--- src/rtl/row_placer_pkg.sv ---
package row_placer_pkg;
  localparam int unsigned DEF_NREGS = 8;
  localparam int unsigned DEF_ROWS  = 8;

  typedef enum logic {
    KIND_ALU    = 1'b0,
    KIND_BRANCH = 1'b1
  } instr_kind_e;
endpackage

--- src/rtl/placer_col_track.sv ---
module placer_col_track #(
  parameter int unsigned NREGS = 8,
  parameter int unsigned LW    = 4,
  localparam int unsigned CW   = $clog2(NREGS)
) (
  input  logic                       clk,
  input  logic                       rst_n,
  input  logic                       clear,
  input  logic                       upd_en,
  input  logic [CW-1:0]              upd_dst,
  input  logic [LW-1:0]              upd_lvl,
  input  logic                       rd1_en,
  input  logic [CW-1:0]              rd1,
  input  logic                       rd2_en,
  input  logic [CW-1:0]              rd2,
  output logic [NREGS-1:0][LW-1:0]   wlvl,
  output logic [NREGS-1:0][LW-1:0]   rlvl
);
  for (genvar j = 0; j < NREGS; j++) begin : g_col
    logic [LW-1:0] w_q, w_d, r_q, r_d;
    logic          hit_w, hit_r;

    assign hit_w = upd_en && (upd_dst == CW'(j));
    assign hit_r = upd_en && ((rd1_en && rd1 == CW'(j)) ||
                              (rd2_en && rd2 == CW'(j)));

    always_comb begin
      w_d = w_q;
      r_d = r_q;
      if (clear) begin
        w_d = '0;
        r_d = '0;
      end else begin
        if (hit_w) w_d = upd_lvl;
        if (hit_r && (upd_lvl > r_q)) r_d = upd_lvl;
      end
    end

    always_ff @(posedge clk or negedge rst_n) begin
      if (!rst_n) begin
        w_q <= '0;
        r_q <= '0;
      end else begin
        w_q <= w_d;
        r_q <= r_d;
      end
    end

    assign wlvl[j] = w_q;
    assign rlvl[j] = r_q;
  end
endmodule

--- src/rtl/placer_row_calc.sv ---
module placer_row_calc #(
  parameter int unsigned NREGS = 8,
  parameter int unsigned ROWS  = 8,
  parameter int unsigned LW    = 4,
  localparam int unsigned CW   = $clog2(NREGS)
) (
  input  logic [NREGS-1:0][LW-1:0] wlvl,
  input  logic [NREGS-1:0][LW-1:0] rlvl,
  input  logic [LW-1:0]            blvl,
  input  logic [LW-1:0]            dlvl,
  input  logic                     is_branch,
  input  logic [CW-1:0]            dst,
  input  logic                     src1_en,
  input  logic [CW-1:0]            src1,
  input  logic                     src2_en,
  input  logic [CW-1:0]            src2,
  output logic [LW-1:0]            row_raw,
  output logic                     fits
);
  localparam logic [LW-1:0] LAST_ROW = LW'(ROWS - 1);

  function automatic logic [LW-1:0] lmax(input logic [LW-1:0] a, input logic [LW-1:0] b);
    return (a > b) ? a : b;
  endfunction

  logic [LW-1:0] l_s1, l_s2, l_waw, l_war, l_dep;

  always_comb begin
    l_s1  = src1_en ? wlvl[src1] : '0;
    l_s2  = src2_en ? wlvl[src2] : '0;
    l_waw = wlvl[dst];
    l_war = (rlvl[dst] != '0) ? (rlvl[dst] - LW'(1)) : '0;
    l_dep = lmax(lmax(l_s1, l_s2), blvl);
    if (is_branch) row_raw = lmax(l_dep, dlvl);
    else           row_raw = lmax(l_dep, lmax(l_waw, l_war));
    fits = (row_raw <= LAST_ROW);
  end
endmodule

--- src/rtl/placer_phase.sv ---
module placer_phase #(
  parameter int unsigned LW = 4
) (
  input  logic          clk,
  input  logic          rst_n,
  input  logic          clear,
  input  logic          acc,
  input  logic          acc_branch,
  input  logic [LW-1:0] acc_lvl,
  input  logic          overflow,
  output logic [LW-1:0] blvl,
  output logic [LW-1:0] dlvl,
  output logic          full
);
  logic [LW-1:0] blvl_d, dlvl_d;
  logic          full_d;

  always_comb begin
    blvl_d = blvl;
    dlvl_d = dlvl;
    full_d = full;
    if (clear) begin
      blvl_d = '0;
      dlvl_d = '0;
      full_d = 1'b0;
    end else begin
      if (acc && acc_lvl > dlvl) dlvl_d = acc_lvl;
      if (acc && acc_branch)     blvl_d = acc_lvl;
      if (overflow)              full_d = 1'b1;
    end
  end

  always_ff @(posedge clk or negedge rst_n) begin
    if (!rst_n) begin
      blvl <= '0;
      dlvl <= '0;
      full <= 1'b0;
    end else begin
      blvl <= blvl_d;
      dlvl <= dlvl_d;
      full <= full_d;
    end
  end
endmodule

--- src/rtl/row_placer.sv ---
module row_placer
  import row_placer_pkg::*;
#(
  parameter int unsigned NREGS = DEF_NREGS,
  parameter int unsigned ROWS  = DEF_ROWS,
  localparam int unsigned CW   = $clog2(NREGS),
  localparam int unsigned RW   = $clog2(ROWS),
  localparam int unsigned LW   = $clog2(ROWS + 1)
) (
  input  logic          clk,
  input  logic          rst_n,
  input  logic          clear,
  input  logic          in_valid,
  output logic          in_ready,
  input  logic          in_branch,
  input  logic [CW-1:0] in_dst,
  input  logic          in_src1_en,
  input  logic [CW-1:0] in_src1,
  input  logic          in_src2_en,
  input  logic [CW-1:0] in_src2,
  output logic          out_valid,
  output logic          out_branch,
  output logic [RW-1:0] out_row,
  output logic [CW-1:0] out_col,
  output logic          full
);
  logic [1:0] rst_sync;
  logic       live;

  always_ff @(posedge clk or negedge rst_n) begin
    if (!rst_n) rst_sync <= 2'b00;
    else        rst_sync <= {rst_sync[0], 1'b1};
  end
  assign live = rst_sync[1];

  logic [NREGS-1:0][LW-1:0] wlvl, rlvl;
  logic [LW-1:0]            blvl, dlvl, row_raw, acc_lvl;
  logic                     fits, acc, overflow;
  instr_kind_e              kind;

  assign kind     = in_branch ? KIND_BRANCH : KIND_ALU;
  assign in_ready = live && !clear && !full && fits;
  assign acc      = in_valid && in_ready;
  assign overflow = live && in_valid && !fits;
  assign acc_lvl  = row_raw + LW'(1);

  placer_row_calc #(.NREGS(NREGS), .ROWS(ROWS), .LW(LW)) u_calc (
    .wlvl(wlvl), .rlvl(rlvl), .blvl(blvl), .dlvl(dlvl),
    .is_branch(kind == KIND_BRANCH), .dst(in_dst),
    .src1_en(in_src1_en), .src1(in_src1),
    .src2_en(in_src2_en), .src2(in_src2),
    .row_raw(row_raw), .fits(fits)
  );

  placer_col_track #(.NREGS(NREGS), .LW(LW)) u_cols (
    .clk(clk), .rst_n(rst_n), .clear(clear || !live),
    .upd_en(acc && kind == KIND_ALU), .upd_dst(in_dst), .upd_lvl(acc_lvl),
    .rd1_en(in_src1_en), .rd1(in_src1), .rd2_en(in_src2_en), .rd2(in_src2),
    .wlvl(wlvl), .rlvl(rlvl)
  );

  placer_phase #(.LW(LW)) u_phase (
    .clk(clk), .rst_n(rst_n), .clear(clear || !live),
    .acc(acc), .acc_branch(kind == KIND_BRANCH), .acc_lvl(acc_lvl),
    .overflow(overflow), .blvl(blvl), .dlvl(dlvl), .full(full)
  );

  logic          ov_d, ob_d;
  logic [RW-1:0] or_d;
  logic [CW-1:0] oc_d;

  always_comb begin
    ov_d = acc;
    ob_d = out_branch;
    or_d = out_row;
    oc_d = out_col;
    if (acc) begin
      ob_d = (kind == KIND_BRANCH);
      or_d = row_raw[RW-1:0];
      oc_d = (kind == KIND_BRANCH) ? '0 : in_dst;
    end
  end

  always_ff @(posedge clk or negedge rst_n) begin
    if (!rst_n) begin
      out_valid  <= 1'b0;
      out_branch <= 1'b0;
      out_row    <= '0;
      out_col    <= '0;
    end else begin
      out_valid  <= ov_d;
      out_branch <= ob_d;
      out_row    <= or_d;
      out_col    <= oc_d;
    end
  end
endmodule

--- config.mk ---
export PLATFORM = sky130hd
export DESIGN_NAME = row_placer
export DESIGN_NICKNAME = d
export VERILOG_FILES = /design/src/rtl/row_placer_pkg.sv /design/src/rtl/placer_col_track.sv /design/src/rtl/placer_row_calc.sv /design/src/rtl/placer_phase.sv /design/src/rtl/row_placer.sv
export SDC_FILE = /design/constraint.sdc
export NUM_CORES = 1
export LEC_CHECK = 0
export BUFFER_PORTS_ARGS = -buffer_cell sky130_fd_sc_hd__buf_2
export CAP_MARGIN = 5
export CORE_AREA = 2 2 150 152
export CTS_BUF_LIST = sky130_fd_sc_hd__clkbuf_4 sky130_fd_sc_hd__clkbuf_8
export CTS_CLUSTER_DIAMETER = 60
export DETAILED_ROUTE_END_ITERATION = 8
export DIE_AREA = 0 0 152 154
export REMOVE_ABC_BUFFERS = 1
export SLEW_MARGIN = 25
export SYNTH_ARGS = -nofsm -noshare
export SYNTH_HDL_FRONTEND = slang
export SYNTH_HIERARCHICAL = 1
export SYNTH_SLANG_ARGS = --single-unit
--- constraint.sdc ---
create_clock -name clk -period 7.81 [get_ports clk]
set_input_delay 1.562 -clock clk [delete_from_list [all_inputs] [get_ports clk]]
set_output_delay 1.562 -clock clk [all_outputs]
set_load 0.01 [all_outputs]
Yosys cells after proc, flatten, opt, wreduce, memory -nomap -nowiden
Index checks and enable logic that the tools add are counted.

Output and inout port bits: 10. Logic and storage cells: 208. Register bits after elaboration: 83. Input port bits: 16.

Order comparisons: 18. Bitwise logic cells: 1. Reductions and logical operators: 85. Muxes and demuxes: 57. Equal/unequal tests: 21. Add/sub/neg operators: 2.

Operators with widths (count): 2-to-1 mux 4 bit (49); > comparator 4 bit (14); logical AND 1 bit (49); binary-select mux 4 bit (select 3 bit) (4); nonzero test 2 bit (19); == test 3 bit (second input constant) (12); == test 3 x 2 -> 1 bit (second input constant) (6); less-than comparator 3 x 4 -> 1 bit (second input constant) (3); == test 3 x 1 -> 1 bit (second input constant) (3); zero test 3 bit (3); logical OR 1 bit (9); adder 4 x 1 -> 4 bit (second input constant) (1); less-or-equal comparator 4 x 3 -> 1 bit (second input constant) (1); zero test 1 bit (4); nonzero test 4 bit (1); subtractor 4 x 1 -> 4 bit (second input constant) (1); 2-to-1 mux 1 bit (3); 2-to-1 mux 3 bit (1); inverter 1 bit (1).

Depth between registers and ports, before layout
Gate-level depths: netlist of the first run.

Depth after elaboration: 18. Depth in mapped cells: 32. Mapped depth without buffers: 31.

By module
The synthesis of the first run kept the hierarchy.

By module, submodules not included: placer_col_track (area each 3732.3 um^2, instances 1, cells each 352); placer_row_calc (area each 1754.2 um^2, instances 1, cells each 168); placer_phase (area each 508.0 um^2, instances 1, cells each 51); row_placer (area each 447.9 um^2, instances 1, cells each 33).

Least setup slack after synthesis of the first run
OpenSTA, ideal clock, no wires.

Path type: input -> register. Start point: input in_src1[0]. End point: register u_cols.g_col[0].r_q[0]. Required time: 7.731 ns. Library setup time: 0.079 ns. Path slack: -0.281 ns. Stages: 29. Buffers on the path: 1. Arrival time: 8.012 ns. Cell sequence: buf_2 -> mux4_2 -> a22oi_1 -> inv_1 -> ha_1 -> and4_1 -> a21oi_1 -> mux2i_1 -> ha_1 -> a21oi_1 -> o21ai_0 -> o21ai_1 -> mux2_2 -> ha_1 -> nor2b_1 -> o21ai_0 -> nand2b_1 -> a21oi_1 -> a41o_1 -> mux2_1 -> nand2_1 -> o31ai_2 -> ha_1 -> xor2_1 -> ha_1 -> nand4_1 -> nand2_1 -> a211oi_4 -> mux2i_1.

Elaborated cells between the ends (all ways): 26. Classes of those cells: add/sub (1); order compare (6); mux (10); reduce/logical (9).

RTL lines: start, declared (line row_placer.sv:18) `input logic [CW-1:0] in_src1,`; binary-select mux 4 bit (select 3 bit) (*) (line placer_row_calc.sv:29) `l_s1 = src1_en ? wlvl[src1] : '0;`; 2-to-1 mux 4 bit (implied by the code) (*) (line placer_row_calc.sv:29); 2-to-1 mux 4 bit (*) (line placer_row_calc.sv:29); > comparator 4 bit (line placer_row_calc.sv:23) `return (a > b) ? a : b;`; 2-to-1 mux 4 bit (*) (line placer_row_calc.sv:23); > comparator 4 bit (line placer_row_calc.sv:23); 2-to-1 mux 4 bit (*) (line placer_row_calc.sv:23); > comparator 4 bit (line placer_row_calc.sv:23); 2-to-1 mux 4 bit (line placer_row_calc.sv:23); 2-to-1 mux 4 bit (*) (line placer_row_calc.sv:34) `if (is_branch) row_raw = lmax(l_dep, dlvl);`; named net row_raw[1] (line row_placer.sv:37) `logic [LW-1:0] blvl, dlvl, row_raw, acc_lvl;`; adder 4 x 1 -> 4 bit (*) (line row_placer.sv:45) `assign acc_lvl = row_raw + LW'(1);`; named net acc_lvl[2] (line row_placer.sv:37); > comparator 4 bit (*) (line placer_col_track.sv:35) `if (hit_r && (upd_lvl > r_q)) r_d = upd_lvl;`; logical AND 1 bit (*) (line placer_col_track.sv:35); nonzero test 2 bit (no source line) (*); end signal, assigned (line placer_col_track.sv:45) `r_q <= r_d;`; end, declared (line placer_col_track.sv:20) `logic [LW-1:0] w_q, w_d, r_q, r_d;`.

Mark *: on every way through the listed nets, which the timed path passes. The rest lies on a longest branch. The select of a mux whose other input is x is not followed. A chain may end at the register's enable or synchronous reset.

Worst setup path after layout of the first run
Start point: input in_src2[0]. End point: output in_ready.

Cells in the longest elaborated chain, start to end: 12. Elaborated cells between the ends (all ways): 14. Classes of those cells: order compare (5); mux (8); reduce/logical (1).

RTL lines: start, declared (line row_placer.sv:20) `input logic [CW-1:0] in_src2,`; binary-select mux 4 bit (select 3 bit) (*) (line placer_row_calc.sv:30) `l_s2 = src2_en ? wlvl[src2] : '0;`; 2-to-1 mux 4 bit (implied by the code) (*) (line placer_row_calc.sv:30); 2-to-1 mux 4 bit (*) (line placer_row_calc.sv:30); > comparator 4 bit (line placer_row_calc.sv:23); 2-to-1 mux 4 bit (*) (line placer_row_calc.sv:23); > comparator 4 bit (line placer_row_calc.sv:23); 2-to-1 mux 4 bit (*) (line placer_row_calc.sv:23); > comparator 4 bit (line placer_row_calc.sv:23); 2-to-1 mux 4 bit (line placer_row_calc.sv:23); 2-to-1 mux 4 bit (*) (line placer_row_calc.sv:34); less-or-equal comparator 4 x 3 -> 1 bit (*) (line placer_row_calc.sv:36) `fits = (row_raw <= LAST_ROW);`; named net fits (line row_placer.sv:38) `logic fits, acc, overflow;`; logical AND 1 bit (*) (line row_placer.sv:42) `assign in_ready = live && !clear && !full && fits;`; end, declared (line row_placer.sv:14) `output logic in_ready,`.

Marked as above.

==> impl_results.md, run 1 <==
* Die ar. at 0.0234 mm2
* Relative slew slack at 0.466
* Slowest-stage cell, CP: mux4_2
* Clk_lat worst skew at 390 ps
* Max H-tree Level at 3
* Hold WS at 354 ps
* PwrDens at 114 mW/mm2
* CTS Root Cell: clkbuf_8
* Io pins at 26
* Post-Syn Area per Cell at 10.7 um2
* Total Power at 0.880 mW
* Total track usage at 0.148
* Via density at 5.04
* Final Instance Count excl. Fillers at 952
* Deepest clock path buffer count at 2
* Final Skew at 14.1 ps
* Chip Height at 154 um
* Port bufs at 25
* Drt initial violations at 269
* Most common cell after layout, fill and taps aside: dfrtp_1
* Pin count of the biggest net entering global routing at 82
* Critical path's largest stage delay at 520 ps
* DR WL/cell at 17.6 um
* Placed insts at 932
* CTS Buf Count at 9
* Initial antenna violation count at 1
* Nets at 741
* P_leak at 3.47 nW
* Final Hold Viols at 0
* Starting Density at 0.297
* Worst slew pin tran at 801 ps
* Critical Path End Type: output port
* Layout area overhead at 19.6%
* Post-Syn Area at 0.00644 mm2
* Hold Path Class: reg -> reg
* #FFs+latches synth at 83
* Reg clk slew, reported paths at 90 ps
* Mapped Cells at 604
* Remaining DRCs at 0
* Most frequent cells in the layout: dfrtp_1, mux2i_1, ha_1, nor2_1, inv_1
* Slew Limit Fails at 0
* Critical setup path kind: in -> out
* Hold-fix buffers, CTS at 0
* CP max FO at 6
* Overflow after GRT at 0
* Fillers at 2,146
* Final HPWL DP at 11,900 um
* Post-route ant nets at 0
* Clock Sinks at 83
* Final Critical Period at 7650 ps
* Chip width at 152 um
* Worst endpoint required time at 6250 ps
* Hold wc startpoint: rst_sync[0]$_DFF_PN0_
* # setup viols final at 0
* Critical Path Source: in_src2[0]
* Worst R2R Start: u_cols/g_col[7].w_q[1]$_DFFE_PN0P_
* VDD IR-drop max at 0.0979 mV
* Via Count at 4,799
* Setup_tns at 0 ps
* Yosys cell types at 52
* Fin util at 0.355
* CP arrival at 6090 ps
* CP Launch Type: input port
* Seq/Total Area, Yosys at 0.322
* Outcome: finished, final reports clean
* Post-Route WL at 16,700 um
* Period utilization at 0.979
* Vias in the first global route at 4,952
* CTS tree: done
* F_max at 131 MHz
* Layout cells sized above 1 at 0.283
* Ys Warns at 6
* Max_cap viols at 0
* Num rows at 54
* First-pass GRT wire length at 27,600 um
* Routability cong. at 0.795
* Total core area at 0.0217 mm2
* DRT Pass-1 Iters at 4
[per-stage QoR]
stage,instance area (um2),setup slack (ps)
final,7710,161
after global routing,7700,-94.9
after CTS,7520,24.0
after detailed placement,7270,-191
after global placement,7270,-120
after floorplan,6310,-395
[timing repair]
action,4_1_cts,5_1_grt
pin swaps,0,11
resized for setup,12,33
setup buffers,1,3
endpoints found under the setup margin,1,34
hold endpoints to repair,0,0
[registers in the layout, indices dropped and copies added (netlist names)]
signal / count
out_branch: 1
out_col: 3
out_row: 3
out_valid: 1
rst_sync: 2
u_cols/g_col.r_q: 32
u_cols/g_col.w_q: 32
u_phase/blvl: 4
u_phase/dlvl: 4
u_phase/full: 1
[power breakdown]
group	total (mW)	switching (mW)	leakage (nW)	internal (mW)
clock network	0.325	0.178	0.0913	0.147
registers	0.437	0.00271	1.15	0.434
logic	0.118	0.0684	2.23	0.0499
total	0.880	0.250	3.47	0.631
[synth_stat cells, drive strengths merged]
cell    instances  area share
mux2i          84        0.13
dfrtp          83        0.32
ha             58        0.11
inv            49       0.029
nor2           49       0.029
nand2b         48       0.049
mux4           32        0.11
a21oi          29       0.024
nand2          22       0.013
nor2b          22       0.023
buf            18       0.015
mux2           11       0.019
nand4          11       0.011
clkbuf         10      0.0058
o211ai         10       0.012
a22oi           9       0.010
nand3           8      0.0062
a211o           6      0.0082
and2            6      0.0058
o21ai           6      0.0047
a32oi           5      0.0080
nand4b          3      0.0070
nor3            3      0.0076
o21a            3      0.0035
a31oi           2      0.0019
and4b           2      0.0031
nor3b           2      0.0049
a211oi          1      0.0031
a221o           1      0.0016
a41o            1      0.0016
a41oi           1      0.0025
and2b           1      0.0012
and4            1      0.0014
conb            1     0.00058
maj3            1      0.0017
nor4            1     0.00097
o31ai           1      0.0019
or2b            1      0.0012
xnor2           1      0.0014
xor2            1      0.0014
[cell families (layout without fill, tap and decap cells)]
| group | count (synthesis) | count (layout) | share of synthesized area |
|---|---|---|---|
| and+or+nand+nor | 180 | 180 | 0.163 |
| adders and majority gates | 59 | 59 | 0.114 |
| buffers and inverters | 77 | 144 | 0.0493 |
| DFF | 83 | 83 | 0.322 |
| xor gates and xnor gates | 2 | 2 | 0.00272 |
| muxes | 127 | 127 | 0.263 |
| other | 1 | 2 | 0.000582 |
| AOI/OAI and AO/OA | 75 | 75 | 0.0841 |
[per-layer routing]
layer	up-vias	track usage	share of wire
met1	2419	0.189	0.46
li1	2299	-	-
met4	0	0.0405	0.014
met5	-	0	0
met3	20	0.0271	0.029
met2	61	0.257	0.50
[worst paths after layout]
check	end	slack [ps]	cells after the start
worst max-delay path	in_ready	160	27
worst min-delay path	rst_sync[1]$_DFF_PN0_	350	0
worst max register to register	u_cols/g_col[7].r_q[1]$_DFFE_PN0P_	1220	32
worst min register to register	rst_sync[1]$_DFF_PN0_	350	0
max in group asynchronous	u_cols/g_col[6].w_q[1]$_DFFE_PN0P_	5630	2
min in group asynchronous	u_cols/g_col[7].r_q[1]$_DFFE_PN0P_	1090	1
[worst max-delay path, delay by kind of cell]
kind / cells / cell delay [ps]
and+or+nand+nor: 6 / 520
AOI/OAI and AO/OA: 10 / 1460
buffers and inverters: 4 / 500
adders and majority gates: 3 / 780
muxes: 4 / 1260
[cell type report]
type                       count  area, um2  share of cell area
multi-input combinational    444       4250               0.551
sequential                    83       2080               0.269
timing repair buffer          80        652              0.0846
tap                          280        350              0.0455
inverter                      49        184              0.0239
clock buffer                   9        124              0.0161
clock inverter                 6       67.6             0.00877
antenna                        1       2.50            0.000325
Power figures use the tool's default switching activity.
==> run 2, diff against run 1 <==
--- a/config.mk
+++ b/config.mk
@@ -12,6 +12,8 @@
 export CTS_CLUSTER_DIAMETER = 60
 export DETAILED_ROUTE_END_ITERATION = 8
 export DIE_AREA = 0 0 152 154
+export MAX_ROUTING_LAYER = met4
+export RECOVER_POWER = 25
 export REMOVE_ABC_BUFFERS = 1
 export SLEW_MARGIN = 25
 export SYNTH_ARGS = -nofsm -noshare
==> run 2 against run 1 <==
The run now ends with capacitance limit, slew limit left; via count up 0.21%; final area about the same; utilization about the same; routed wire length about the same; sequential power about the same; worst setup slack got worse by 5.3 ps; maximum frequency about the same; sequential share of layout area is essentially flat; critical path depth unchanged; clock skew grew 0.94 ps; sequential cell count stayed put; critical path type unchanged; critical endpoint unchanged; largest cell class unchanged.
==> impl_results.md, run 2 (synthesis gave the netlist of run 1 again) <==
* Drt initial violations at 270 (+0.37%)
* Hold WS at 354 ps (+0.169 ps)
* DR WL/cell at 17.5 um (about the same)
* CTS tree: done
* Port bufs at 25 (unchanged)
* Combinational Power Share at 0.134 (about the same)
* Relative slew slack at -1.12 (-1.58)
* Failing checks: capacitance limit, slew limit
* Num rows at 54 (unchanged)
* Sequential Power Share at 0.497 (about the same)
* Worst R2R Start: u_cols/g_col[7].w_q[1]$_DFFE_PN0P_
* F_max at 131 MHz (about the same)
* Critical Path Source: in_src2[0]
* P_leak at 3.46 nW (-0.21%)
* Via density at 5.05 (+0.21%)
* Via Count at 4,809 (+0.21%)
* Deepest clock path buffer count at 2 (unchanged)
* Chip Height at 154 um (unchanged)
* CP Launch Type: input port
* First-pass GRT wire length at 27,500 um (-0.12%)
* NetSw at 0.249 mW (-0.16%)
* Final Skew at 15.0 ps (+0.935 ps)
* Final HPWL DP at 11,900 um (unchanged)
* Setup_tns at 0 ps (unchanged)
* Total core area at 0.0217 mm2 (unchanged)
* Period utilization at 0.980 (about the same)
* Die ar. at 0.0234 mm2 (unchanged)
* Most frequent cells in the layout: dfrtp_1, mux2i_1, ha_1, nor2_1, inv_1
* Remaining DRCs at 0 (unchanged)
* Fin util at 0.355 (about the same)
* Layout area overhead at 19.5% (about the same)
* Max_cap viols at 2 (+2)
* Vias in the first global route at 4,951 (-0.020%)
* Clock Sinks at 83 (unchanged)
* Clock power frac at 0.369 (about the same)
* Nets at 741 (unchanged)
* Worst r2r path cells at 32 (unchanged)
* Post-Route WL at 16,700 um (about the same)
* Total track usage at 0.152 (+0.00412)
* Clk_lat worst skew at 380 ps (about the same)
* Initial antenna violation count at 1 (unchanged)
* Starting Density at 0.297 (unchanged)
* Reg clk slew, reported paths at 90 ps (about the same)
* Final Hold Viols at 0 (unchanged)
* CP max FO at 6 (unchanged)
* Flop2flop setup slack at 1210 ps (about the same)
* Slew Limit Fails at 86 (+86)
* End of the critical path: in_ready
* Io pins at 26 (unchanged)
* Chip width at 152 um (unchanged)
* Final Critical Period at 7650 ps (+5.26 ps)
* Hold-fix buffers, CTS at 0 (unchanged)
* Worst endpoint required time at 6250 ps (about the same)
* # setup viols final at 0 (unchanged)
* Worst slew pin tran at 3180 ps (+2380 ps)
* Overflow after GRT at 0 (unchanged)
* Outcome: complete, but fails checks
* Max H-tree Level at 3 (unchanged)
* PwrDens at 114 mW/mm2 (about the same)
* Largest regs: u_cols/g_col.r_q x32, u_cols/g_col.w_q x32
* Most common cell after layout, fill and taps aside: dfrtp_1
* Post-route ant nets at 0 (unchanged)
* DRT Pass-1 Iters at 4 (unchanged)
* CTS Root Cell: clkbuf_8
* Hold Path Class: reg -> reg
* Critical setup path kind: in -> out
* CTS Buf Count at 9 (unchanged)
* Pin count of the biggest net entering global routing at 82 (unchanged)
* Routability cong. at 0.806 (+1.4%)
* Net Sw Frac at 0.283 (about the same)
* VDD IR-drop max at 0.0977 mV (-0.20%)
* FF-to-FF End: u_cols/g_col[7].r_q[1]$_DFFE_PN0P_
* Layout cells sized above 1 at 0.280 (-0.00298)
* Internal at 0.630 mW (about the same)
* Critical Path End Type: output port
* CP arrival at 6090 ps (about the same)
## run 2: area by class of cell
cell class                 instances  area (um2)
inverter                          49         184
sequential                        83        2080
fill                            2149       14000
tap                              280         350
clock buffer                       9         124
antenna                            1        2.50
timing repair buffer              80         644
multi-input combinational        444        4250
clock inverter                     6        67.6
## run 2: how the worst min path moves through the flow
stage                                  to                  start  cells past startpoint  slack (ps)
floorplan           rst_sync[1]$_DFF_PN0_  rst_sync[0]$_DFF_PN0_                      0         330
global placement    rst_sync[1]$_DFF_PN0_  rst_sync[0]$_DFF_PN0_                      0         330
detailed placement  rst_sync[1]$_DFF_PN0_  rst_sync[0]$_DFF_PN0_                      0         340
CTS                 rst_sync[1]$_DFF_PN0_  rst_sync[0]$_DFF_PN0_                      0         360
global route        rst_sync[1]$_DFF_PN0_  rst_sync[0]$_DFF_PN0_                      0         370
finish              rst_sync[1]$_DFF_PN0_  rst_sync[0]$_DFF_PN0_                      0         350
## run 2: what timing repair did
action	4_1_cts	5_1_grt
endpoints found under the setup margin	1	34
setup buffers	1	3
gates resized for setup	12	33
hold endpoints to repair	0	0
pin swaps	0	11
## run 2: per-stage QoR
step	power (mW)	std cells	cell area, um2	setup slack, ps
after floorplan	0.500	576	6310	-395
after global placement	0.561	932	7270	-120
after detailed placement	0.561	932	7270	-191
after CTS	0.888	948	7520	24.0
after global routing	0.922	952	7700	-94.9
final	0.880	952	7700	155
## run 2: power groups by stage
stage          logic [mW]  clock network, mW  registers [mW]
2_1_floorplan      0.0523                  0           0.447
3_3_place_gp        0.116                  0           0.446
3_5_place_dp        0.116                  0           0.446
4_1_cts             0.118              0.333           0.437
5_1_grt             0.129              0.355           0.438
6_report            0.118              0.325           0.437
## run 2: worst max-delay path, stage by stage
cell and delay (ps):
buf_6 100, buf_12 120, mux4_2 510, a22oi_2 270
ha_4 250, nor2b_1 120, o211ai_1 230, a21oi_2 100
buf_6 150, mux2i_4 180, ha_1 310, a21oi_2 150
o21ai_2 80, o21ai_4 80, mux2_4 350, ha_4 220
nor2b_1 120, o21ai_1 130, nand2b_1 70, a21oi_1 120
a41o_1 140, mux2i_1 210, nand2_1 90, o21a_1 170
nand2b_4 80, nor2_1 40, buf_2 130
## run 2: metal layers
layer  vias to the layer above  wire (um)  track usage
met4                         0        206       0.0405
met2                        62       8460        0.258
li1                       2298          -            -
met3                        18        492       0.0271
met1                      2431       7550        0.188
met5                         -          0            -
